`config.mk`:
```
export PLATFORM = sky130hd
export DESIGN_NAME = dmaev_hub
export DESIGN_NICKNAME = d
export VERILOG_FILES = /design/src/rtl/dmaev_pkg.sv /design/src/rtl/dmaev_flags.sv /design/src/rtl/dmaev_cfg.sv /design/src/rtl/dmaev_rdmux.sv /design/src/rtl/dmaev_hub.sv
export SDC_FILE = /design/constraint.sdc
export NUM_CORES = 1
export LEC_CHECK = 0
export ABC_AREA = 1
export BUFFER_PORTS_ARGS = -buffer_cell sky130_fd_sc_hd__buf_2
export CAP_MARGIN = 20
export CORE_UTILIZATION = 47
export CTS_BUF_LIST = sky130_fd_sc_hd__clkbuf_8 sky130_fd_sc_hd__clkbuf_16
export DETAILED_ROUTE_END_ITERATION = 12
export PLACE_DENSITY_LB_ADDON = 0.05
export SKIP_LAST_GASP = 1
export SYNTH_ARGS = -nofsm -noshare
export SYNTH_HDL_FRONTEND = slang
export SYNTH_SLANG_ARGS = --single-unit
```
`constraint.sdc`:
```
create_clock -name clk -period 1.6 [get_ports clk]
set_input_delay 0.24 -clock clk [delete_from_list [all_inputs] [get_ports clk]]
set_output_delay 0.24 -clock clk [all_outputs]
set_load 0.01 [all_outputs]
```
`src/rtl/dmaev_pkg.sv`:
```
package dmaev_pkg;
  localparam int NCLS     = 4;
  localparam int REP_BASE = 'h800;
  localparam int RAW_BASE = 'h810;
  localparam int STAT_OFS = 'h820;
  localparam int GRP_OFS  = 'h824;
  localparam int ARB_OFS  = 'h828;
  localparam int WSTEP    = 4;

  typedef enum logic [1:0] {
    CLS_DONE   = 2'd0,
    CLS_SRCERR = 2'd1,
    CLS_DSTERR = 2'd2,
    CLS_CFGERR = 2'd3
  } evt_cls_e;
endpackage

```
`src/rtl/dmaev_flags.sv`:
```
module dmaev_flags #(
  parameter int NCH = 8
) (
  input  logic           clk,
  input  logic           rst,
  input  logic [NCH-1:0] evt,
  input  logic           clr_we,
  input  logic [NCH-1:0] clr_mask,
  output logic [NCH-1:0] flags,
  output logic [NCH-1:0] flags_nxt
);
  logic [NCH-1:0] clr_eff;

  always_comb begin
    clr_eff   = clr_we ? clr_mask : '0;
    // a pulse in the same cycle as a clear keeps the bit set
    flags_nxt = (flags & ~clr_eff) | evt;
  end

  always_ff @(posedge clk) begin
    if (rst) flags <= '0;
    else     flags <= flags_nxt;
  end
endmodule

```
`src/rtl/dmaev_cfg.sv`:
```
module dmaev_cfg #(
  parameter int AW = 12,
  parameter int DW = 32
) (
  input  logic          clk,
  input  logic          rst,
  input  logic          wr_en,
  input  logic [AW-1:0] addr,
  input  logic [DW-1:0] wdata,
  output logic [DW-1:0] arb_q,
  output logic [DW-1:0] grp_q
);
  import dmaev_pkg::*;
  localparam logic [AW-1:0] A_ARB = AW'(ARB_OFS);
  localparam logic [AW-1:0] A_GRP = AW'(GRP_OFS);

  always_ff @(posedge clk) begin
    if (rst) begin
      arb_q <= '0;
      grp_q <= '0;
    end else if (wr_en) begin
      if (addr == A_ARB) arb_q <= wdata;
      if (addr == A_GRP) grp_q <= wdata;
    end
  end
endmodule

```
`src/rtl/dmaev_rdmux.sv`:
```
module dmaev_rdmux #(
  parameter int NCH = 8,
  parameter int AW  = 12,
  parameter int DW  = 32
) (
  input  logic                                  clk,
  input  logic                                  rst,
  input  logic                                  rd_en,
  input  logic [AW-1:0]                         addr,
  input  logic [dmaev_pkg::NCLS-1:0][NCH-1:0]   flg,
  input  logic [NCH-1:0]                        busy_q,
  input  logic [DW-1:0]                         arb_q,
  input  logic [DW-1:0]                         grp_q,
  output logic [DW-1:0]                         rdata
);
  import dmaev_pkg::*;
  localparam logic [AW-1:0] A_STAT = AW'(STAT_OFS);
  localparam logic [AW-1:0] A_ARB  = AW'(ARB_OFS);
  localparam logic [AW-1:0] A_GRP  = AW'(GRP_OFS);

  logic [DW-1:0] rd_nxt;

  always_comb begin
    rd_nxt = '0;
    for (int k = 0; k < NCLS; k++) begin
      if (addr == AW'(REP_BASE + WSTEP*k) || addr == AW'(RAW_BASE + WSTEP*k))
        rd_nxt[NCH-1:0] = flg[k];
    end
    if (addr == A_STAT) rd_nxt[NCH-1:0] = busy_q;
    if (addr == A_ARB)  rd_nxt = arb_q;
    if (addr == A_GRP)  rd_nxt = grp_q;
  end

  always_ff @(posedge clk) begin
    if (rst)        rdata <= '0;
    else if (rd_en) rdata <= rd_nxt;
  end
endmodule

```
`src/rtl/dmaev_hub.sv`:
```
module dmaev_hub #(
  parameter int NCH = 8,
  parameter int AW  = 12,
  parameter int DW  = 32
) (
  input  logic           clk,
  input  logic           rst,
  input  logic           wr_en,
  input  logic           rd_en,
  input  logic [AW-1:0]  addr,
  input  logic [DW-1:0]  wdata,
  output logic [DW-1:0]  rdata,
  input  logic [NCH-1:0] evt_done,
  input  logic [NCH-1:0] evt_src_err,
  input  logic [NCH-1:0] evt_dst_err,
  input  logic [NCH-1:0] evt_cfg_err,
  input  logic [NCH-1:0] busy_in,
  output logic           irq,
  output logic [DW-1:0]  arb_cfg,
  output logic [DW-1:0]  grp_prio
);
  import dmaev_pkg::*;

  logic [NCLS-1:0][NCH-1:0] evt_all;
  logic [NCLS-1:0][NCH-1:0] flg;
  logic [NCLS-1:0][NCH-1:0] flg_nxt;
  logic [NCLS-1:0]          clr_we;
  logic [NCH-1:0]           busy_q;

  assign evt_all[CLS_DONE]   = evt_done;
  assign evt_all[CLS_SRCERR] = evt_src_err;
  assign evt_all[CLS_DSTERR] = evt_dst_err;
  assign evt_all[CLS_CFGERR] = evt_cfg_err;

  for (genvar k = 0; k < NCLS; k++) begin : g_cls
    assign clr_we[k] = wr_en && (addr == AW'(RAW_BASE + WSTEP*k));
    dmaev_flags #(.NCH(NCH)) u_flags (
      .clk       (clk),
      .rst       (rst),
      .evt       (evt_all[k]),
      .clr_we    (clr_we[k]),
      .clr_mask  (wdata[NCH-1:0]),
      .flags     (flg[k]),
      .flags_nxt (flg_nxt[k])
    );
  end

  always_ff @(posedge clk) begin
    if (rst) begin
      busy_q <= '0;
      irq    <= 1'b0;
    end else begin
      busy_q <= busy_in;
      irq    <= |flg_nxt;
    end
  end

  dmaev_cfg #(.AW(AW), .DW(DW)) u_cfg (
    .clk   (clk),
    .rst   (rst),
    .wr_en (wr_en),
    .addr  (addr),
    .wdata (wdata),
    .arb_q (arb_cfg),
    .grp_q (grp_prio)
  );

  dmaev_rdmux #(.NCH(NCH), .AW(AW), .DW(DW)) u_rd (
    .clk    (clk),
    .rst    (rst),
    .rd_en  (rd_en),
    .addr   (addr),
    .flg    (flg),
    .busy_q (busy_q),
    .arb_q  (arb_cfg),
    .grp_q  (grp_prio),
    .rdata  (rdata)
  );
endmodule

```
==> summary.txt, run 1 <==
Status
  – Status: complete, no violations

Worst hold path
  – HP Start: busy_in[4]
  – Hold WC Path Type: input port to flop
  – Worst hold stages: 3
  – WHS Endpoint: busy_q[4]$_SDFF_PP0_

Global route
  – Antenna violations before repair: 0
  – Number of global-route vias before repair: 5749
  – Largest net degree at the start of global routing: 50
  – Gr ovfl total: 0
  – Total GRT Usage: 27.1%
  – First-pass GRT wire length: 28.2 mm

CTS
  – Number of CTS-inserted buffers: 17
  – Setup Buffers After CTS: 0
  – H-tree depth: 4
  – Worst skew pair latency: 420 ps
  – CTS tree: built
  – Sink Count: 137
  – Buffer depth of the longest clock path: 2
  – # hold bufs at CTS: 0
  – Root buffer cell: clkbuf_16
  – Post-CTS sizing: 0
  – CTS clk-pin slew, worst paths: 60 ps

Timing
  – Worst Slack Setup Final: 120 ps
  – Skew final: 6.94 ps
  – Hold Worst Slack: 23.4 ps
  – Pins Over Slew Limit: 0
  – Setup tns final: 0 ps
  – Worst Tran Pin Value: 554 ps
  – Maximum clock frequency: 676 MHz
  – Slew HR: 63.1%
  – Final setup viols: 0
  – Final hold vios: 0
  – Final cycle utilization of the critical path: 92.5%
  – Min Tclk post-route: 1480 ps

Logic synthesis
  – Synth Instances: 874
  – Syn nets: 962
  – Synth area leader: dfxtp_1
  – Synth warnings: 0
  – Synth Register Bits: 137
  – Synth top area cells: dfxtp_1 44%, nand2_1 9.7%, a21oi_1 7.6%
  – Post-synth top area share: 44.2%
  – Mapped Area: 6200 um2
  – Seq/Total Area, Yosys: 44.2%
  – Post-synthesis cell type count: 28
  – Average size of a mapped cell: 7.09 um2

Floorplanning
  – I/O pin count: 185
  – Starting Density: 48.7%
  – Die ar.: 13700 um2
  – Die Width: 117 um
  – # rows: 41
  – Core area: 12700 um2
  – Die height: 117 um

Route
  – Final WL: 18.2 mm
  – Vias: 6349
  – Wirelength per Cell: 14.4 um
  – DR pass1 iterations: 5
  – Drt first-iter violations: 424
  – Antenna-violating nets left: 0
  – Post-route DRC: 0
  – Detail-routed via count per cell: 5.02

Setup path
  – R2R setup slack: 430 ps
  – R2R Path End: irq$_SDFF_PP0_
  – Worst-path fanout max: 5
  – Crit Path Category: input port to flop
  – Startpoint types: input port
  – Req. time, crit path: 1890 ps
  – CP Capture Type: flop
  – Critical path arrival: 1770 ps
  – Reg2Reg Depth: 8
  – Worst r2r src: g_cls[0].u_flags.flags[5]$_SDFF_PP0_

Final layout
  – Commonest non-fill, non-tap cell in the layout: buf_2
  – Layout Area Growth over Synthesis: 32.0%
  – Multi-input gate area: 2780 um2
  – Share of layout cells above drive strength 1: 27.7%
  – Commonest non-fill, non-tap cells in the layout: 184 x buf_2, 161 x nand2_1, 137 x dfxtp_1
  – Register area: 2740 um2
  – Number of diodes: 0
  – Final instance area: 8180 um2
  – Fin nets: 1168
  – Layout fillers: 1244

Place
  – Port bufs: 184
  – Dpl cell area: 7550 um2
  – Final HPWL DP: 13.1 mm
  – RePlAce Congestion: 0.868
  – Pre-CTS setup slack: -240 ps

Power and ir drop
  – PwrDens: 994 nW/um2
  – Max VDD drop: 0.956 mV
  – Pleak: 4.28 nW

Job
  – Max-cap viol count: 0
[state kept, by name, indices dropped and copies added (netlist names)]
name and count:
u_rd.rdata 32, irq 1, u_cfg.arb_q 32, u_cfg.grp_q 32, busy_q 8, g_cls.u_flags.flags 32
[area by class of cell]
class / instances / area share (%)
Clock inverter: 11 / 1.47
Clock buffer: 21 / 5.87
Sequential cell: 137 / 33.5
Inverter: 114 / 5.26
Tap cell: 172 / 2.63
Timing Repair Buffer: 233 / 17.3
Multi-Input combinational cell: 577 / 34.0
[routing by layer]
layer / up-vias / wire (um) / share of wire [%] / track usage, %
met4: 0 / 313 / 1.7 / 7.93
met1: 2838 / 8550 / 47 / 37.6
met2: 257 / 7820 / 43 / 41.4
met3: 29 / 1560 / 8.6 / 7.16
met5: - / 0 / 0 / 0
li1: 3225 / - / - / -
[kinds of logic (layout without fill, tap and decap cells)]
logic type,count (synthesis),in the layout,share of synthesized area [%]
DFF,137,137,44.2
and+or+nand+nor,383,384,28.2
buffers and inverters,161,379,11.1
AOI/OAI and AO/OA,193,193,16.5
[worst max-delay path, stage by stage]
cell and delay (ps):
buf_2 110, nor2_4 130, nand2_2 160, nor2_4 220
buf_12 130, nand3_1 60, nand2_1 90, nand2_1 50
nor2_1 170, nand2_1 70, nor2_1 90, nand2_1 90
nor2_1 100, nor2_1 40
[worst max path at each step]
stage	cells after the start	start	slack [ps]	endpoint
final	14	addr[7]	120	irq$_SDFF_PP0_
after floorplan	12	addr[9]	100	u_rd.rdata[7]$_SDFFE_PP0P_
after detailed placement	13	addr[9]	-240	irq$_SDFF_PP0_
after global routing	14	addr[5]	-1	irq$_SDFF_PP0_
after CTS	13	addr[9]	180	irq$_SDFF_PP0_
after global placement	13	addr[9]	-220	irq$_SDFF_PP0_
[stage by stage]
stage                     cells  util [%]  power [mW]
after floorplan             874         -        3.93
after global placement     1231      59.4        4.25
after CTS                  1263      64.1        8.16
after global routing       1265      64.3        8.40
after detailed placement   1231      59.4        4.25
final                      1265      64.3        8.13
[synth_stat cells (all sizes together)]
cell and number:
or2 8, o21ai 76, clkinv 4, nor2 107
nor3 10, nand3 89, a21oi 94, buf 24
nand2 169, dfxtp 137, clkbuf 23, o211ai 23
inv 110
[report_power, final]
group / total, mW / internal (mW) / switching (mW)
registers: 3.58 / 3.51 / 0.0630
logic: 0.611 / 0.256 / 0.356
clock network: 3.94 / 2.45 / 1.49
total: 8.13 / 6.22 / 1.91
No activity file was read; power rests on OpenSTA's default activity.
==> inputs of run 2 (changes only) <==
--- a/config.mk
+++ b/config.mk
@@ -8,8 +8,8 @@
 export ABC_AREA = 1
 export BUFFER_PORTS_ARGS = -buffer_cell sky130_fd_sc_hd__buf_2
 export CAP_MARGIN = 20
-export CORE_UTILIZATION = 47
-export CTS_BUF_LIST = sky130_fd_sc_hd__clkbuf_8 sky130_fd_sc_hd__clkbuf_16
+export CORE_UTILIZATION = 48
+export CTS_BUF_LIST = sky130_fd_sc_hd__clkbuf_8
 export DETAILED_ROUTE_END_ITERATION = 12
 export PLACE_DENSITY_LB_ADDON = 0.05
 export SKIP_LAST_GASP = 1
==> run 2 against run 1 <==
  * Global-route usage rose by 1.3 points
  * Via count fell by 0.35%
  * Clock-buffer cell count did not move
  * Register-to-register slack barely moved
  * Cell count rose by 0.24%
  * Design area fell by 1.8%
  * First-iteration DRC count rose by 36%
  * Die area fell by 2.0%
  * Sequential power barely moved
  * Clock skew rose by 4.2 ps
  * Non-clock buffer count rose by 4
  * Critical endpoint unchanged
==> summary.txt, run 2 (synthesized netlist as in run 1, its figures left out) <==
Job
  – Max-cap viol count: 0

Timing
  – Final hold vios: 0
  – Slew HR: 63.8%
  – Pins Over Slew Limit: 0
  – Skew final: 11.1 ps
  – Final setup viols: 0
  – Final cycle utilization of the critical path: 88.2%
  – Min Tclk post-route: 1410 ps
  – Maximum clock frequency: 709 MHz
  – Hold Worst Slack: 26.7 ps
  – RSZ-0062 raised after global routing: false
  – Worst Slack Setup Final: 190 ps
  – Setup tns final: 0 ps
  – Worst Tran Pin Value: 543 ps

Global route
  – Antenna violations before repair: 0
  – Number of global-route vias before repair: 5698
  – Gr ovfl total: 0
  – Total GRT Usage: 28.4%
  – First-pass GRT wire length: 29.0 mm
  – Largest net degree at the start of global routing: 59

CTS
  – Number of CTS-inserted buffers: 17
  – Worst skew pair latency: 450 ps
  – CTS tree: built
  – CTS clk-pin slew, worst paths: 80 ps
  – Buffer depth of the longest clock path: 2
  – Root buffer cell: clkbuf_8
  – Setup Buffers After CTS: 0
  – H-tree depth: 4
  – Sink Count: 137

Setup path
  – Worst-path fanout max: 5
  – Worst r2r src: g_cls[0].u_flags.flags[5]$_SDFF_PP0_
  – Startpoint types: input port
  – Crit Path Category: input port to flop
  – R2R Path End: irq$_SDFF_PP0_
  – CP Capture Type: flop
  – Critical path arrival: 1740 ps
  – R2R setup slack: 420 ps
  – Worst stage delay on the critical path: 200 ps
  – Worst path slowest cell: nor2_4
  – Reg2Reg Depth: 8
  – CP cell instances: buf_2 -> nor2_4 -> nand2_2 -> nor2_4 -> nand2_1 -> o21ai_1 -> nand2_1 -> nor2_1 -> nand2_1 -> nor2_1 -> nand2_1 -> nor2_1 -> nor2_1
  – Req. time, crit path: 1930 ps

Power and ir drop
  – PwrDens: 869 nW/um2
  – Pleak: 4.21 nW
  – Combinational share of power: 8.8%
  – Switching share of power: 24.3%
  – Sequential Power Share: 51.1%
  – Clock power share: 40.1%
  – Max VDD drop: 0.703 mV
  – Total power: 6.99 mW
  – P_int: 5.29 mW
  – P_sw: 1.70 mW

Route
  – Antenna-violating nets left: 0
  – Post-route DRC: 0
  – Vias: 6327
  – DR pass1 iterations: 5
  – Drt first-iter violations: 576
  – Wirelength per Cell: 14.3 um
  – Detail-routed via count per cell: 4.99
  – Final WL: 18.1 mm

Floorplanning
  – # rows: 41
  – Starting Density: 49.1%
  – I/O pin count: 185
  – Die Width: 116 um
  – Die height: 116 um
  – Core area: 12600 um2
  – Die ar.: 13400 um2

Worst hold path
  – Worst hold stages: 3
  – HP Start: wdata[23]
  – Hold WC Path Type: input port to flop
  – WHS Endpoint: u_cfg.grp_q[23]$_SDFFE_PP0P_

Final layout
  – Finished Core Util: 63.7%
  – Commonest non-fill, non-tap cell in the layout: buf_2
  – Layout Area Growth over Synthesis: 29.7%
  – Share of layout cells above drive strength 1: 27.0%
  – Commonest non-fill, non-tap cells in the layout: 184 x buf_2, 161 x nand2_1, 137 x dfxtp_1
  – Number of diodes: 0
  – Fin nets: 1171

Status
  – Status: complete, no violations

Place
  – Pre-CTS setup slack: -247 ps
  – Final HPWL DP: 13.0 mm
  – RePlAce Congestion: 0.863
  – Port bufs: 184
[run 2: cell types whose count changed in the layout (fill, tap and decap cells not counted), sizes merged]
cell / previous run / this run
dlygate4sd3: 0 / 8
buf: 233 / 229
clkinvlp: 2 / 1
inv: 112 / 113
nor2: 108 / 107
[run 2: area by class of cell]
type | instances | area, um2
tap | 172 | 215
clock inverter | 11 | 104
sequential | 137 | 2740
fill | 1220 | 4580
timing repair buffer | 237 | 1490
clock buffer | 21 | 289
multi-input combinational | 576 | 2770
inverter | 114 | 430
[run 2: how the worst max path moves through the flow]
stage	depth (start not counted)	end	slack [ps]	start
2_1_floorplan	12	u_rd.rdata[7]$_SDFFE_PP0P_	100	addr[9]
3_3_place_gp	13	irq$_SDFF_PP0_	-240	addr[7]
3_5_place_dp	13	irq$_SDFF_PP0_	-250	addr[7]
4_1_cts	13	irq$_SDFF_PP0_	230	addr[7]
5_1_grt	14	irq$_SDFF_PP0_	4	addr[1]
6_report	13	irq$_SDFF_PP0_	190	addr[7]
[run 2: repair_timing]
item / in CTS / in global routing
endpoints found under the setup margin: 0 / 0
endpoints found under the hold margin: 8 / 0
resized for setup: 0 / 0
hold buffers: 8 / 0
[run 2: per-layer routing]
| metal | wire length [um] | vias to the layer above | track usage [%] |
|---|---|---|---|
| met5 | 0 | - | 0 |
| li1 | - | 3237 | - |
| met3 | 1610 | 23 | 7.01 |
| met4 | 314 | 0 | 9.23 |
| met1 | 8750 | 2801 | 41.9 |
| met2 | 7450 | 266 | 40.2 |
[run 2: critical path, delay by kind of cell]
family	cells	cell delay [ps]
simple gates	11	1190
compound gates	1	180
buf+inv	1	110
[run 2: per-stage QoR]
step | area [um2] | cells
finish | 8040 | 1268
global route | 8040 | 1268
CTS | 8040 | 1268
detailed placement | 7570 | 1228
global placement | 7570 | 1228
floorplan | 6200 | 874
[run 2: power by group through the flow]
stage | combinational [mW] | clock (mW) | sequential (mW)
2_1_floorplan | 0.297 | 0 | 3.64
3_3_place_gp | 0.597 | 0 | 3.65
3_5_place_dp | 0.599 | 0 | 3.64
4_1_cts | 0.616 | 2.86 | 3.57
5_1_grt | 0.689 | 3.00 | 3.58
6_report | 0.616 | 2.80 | 3.57
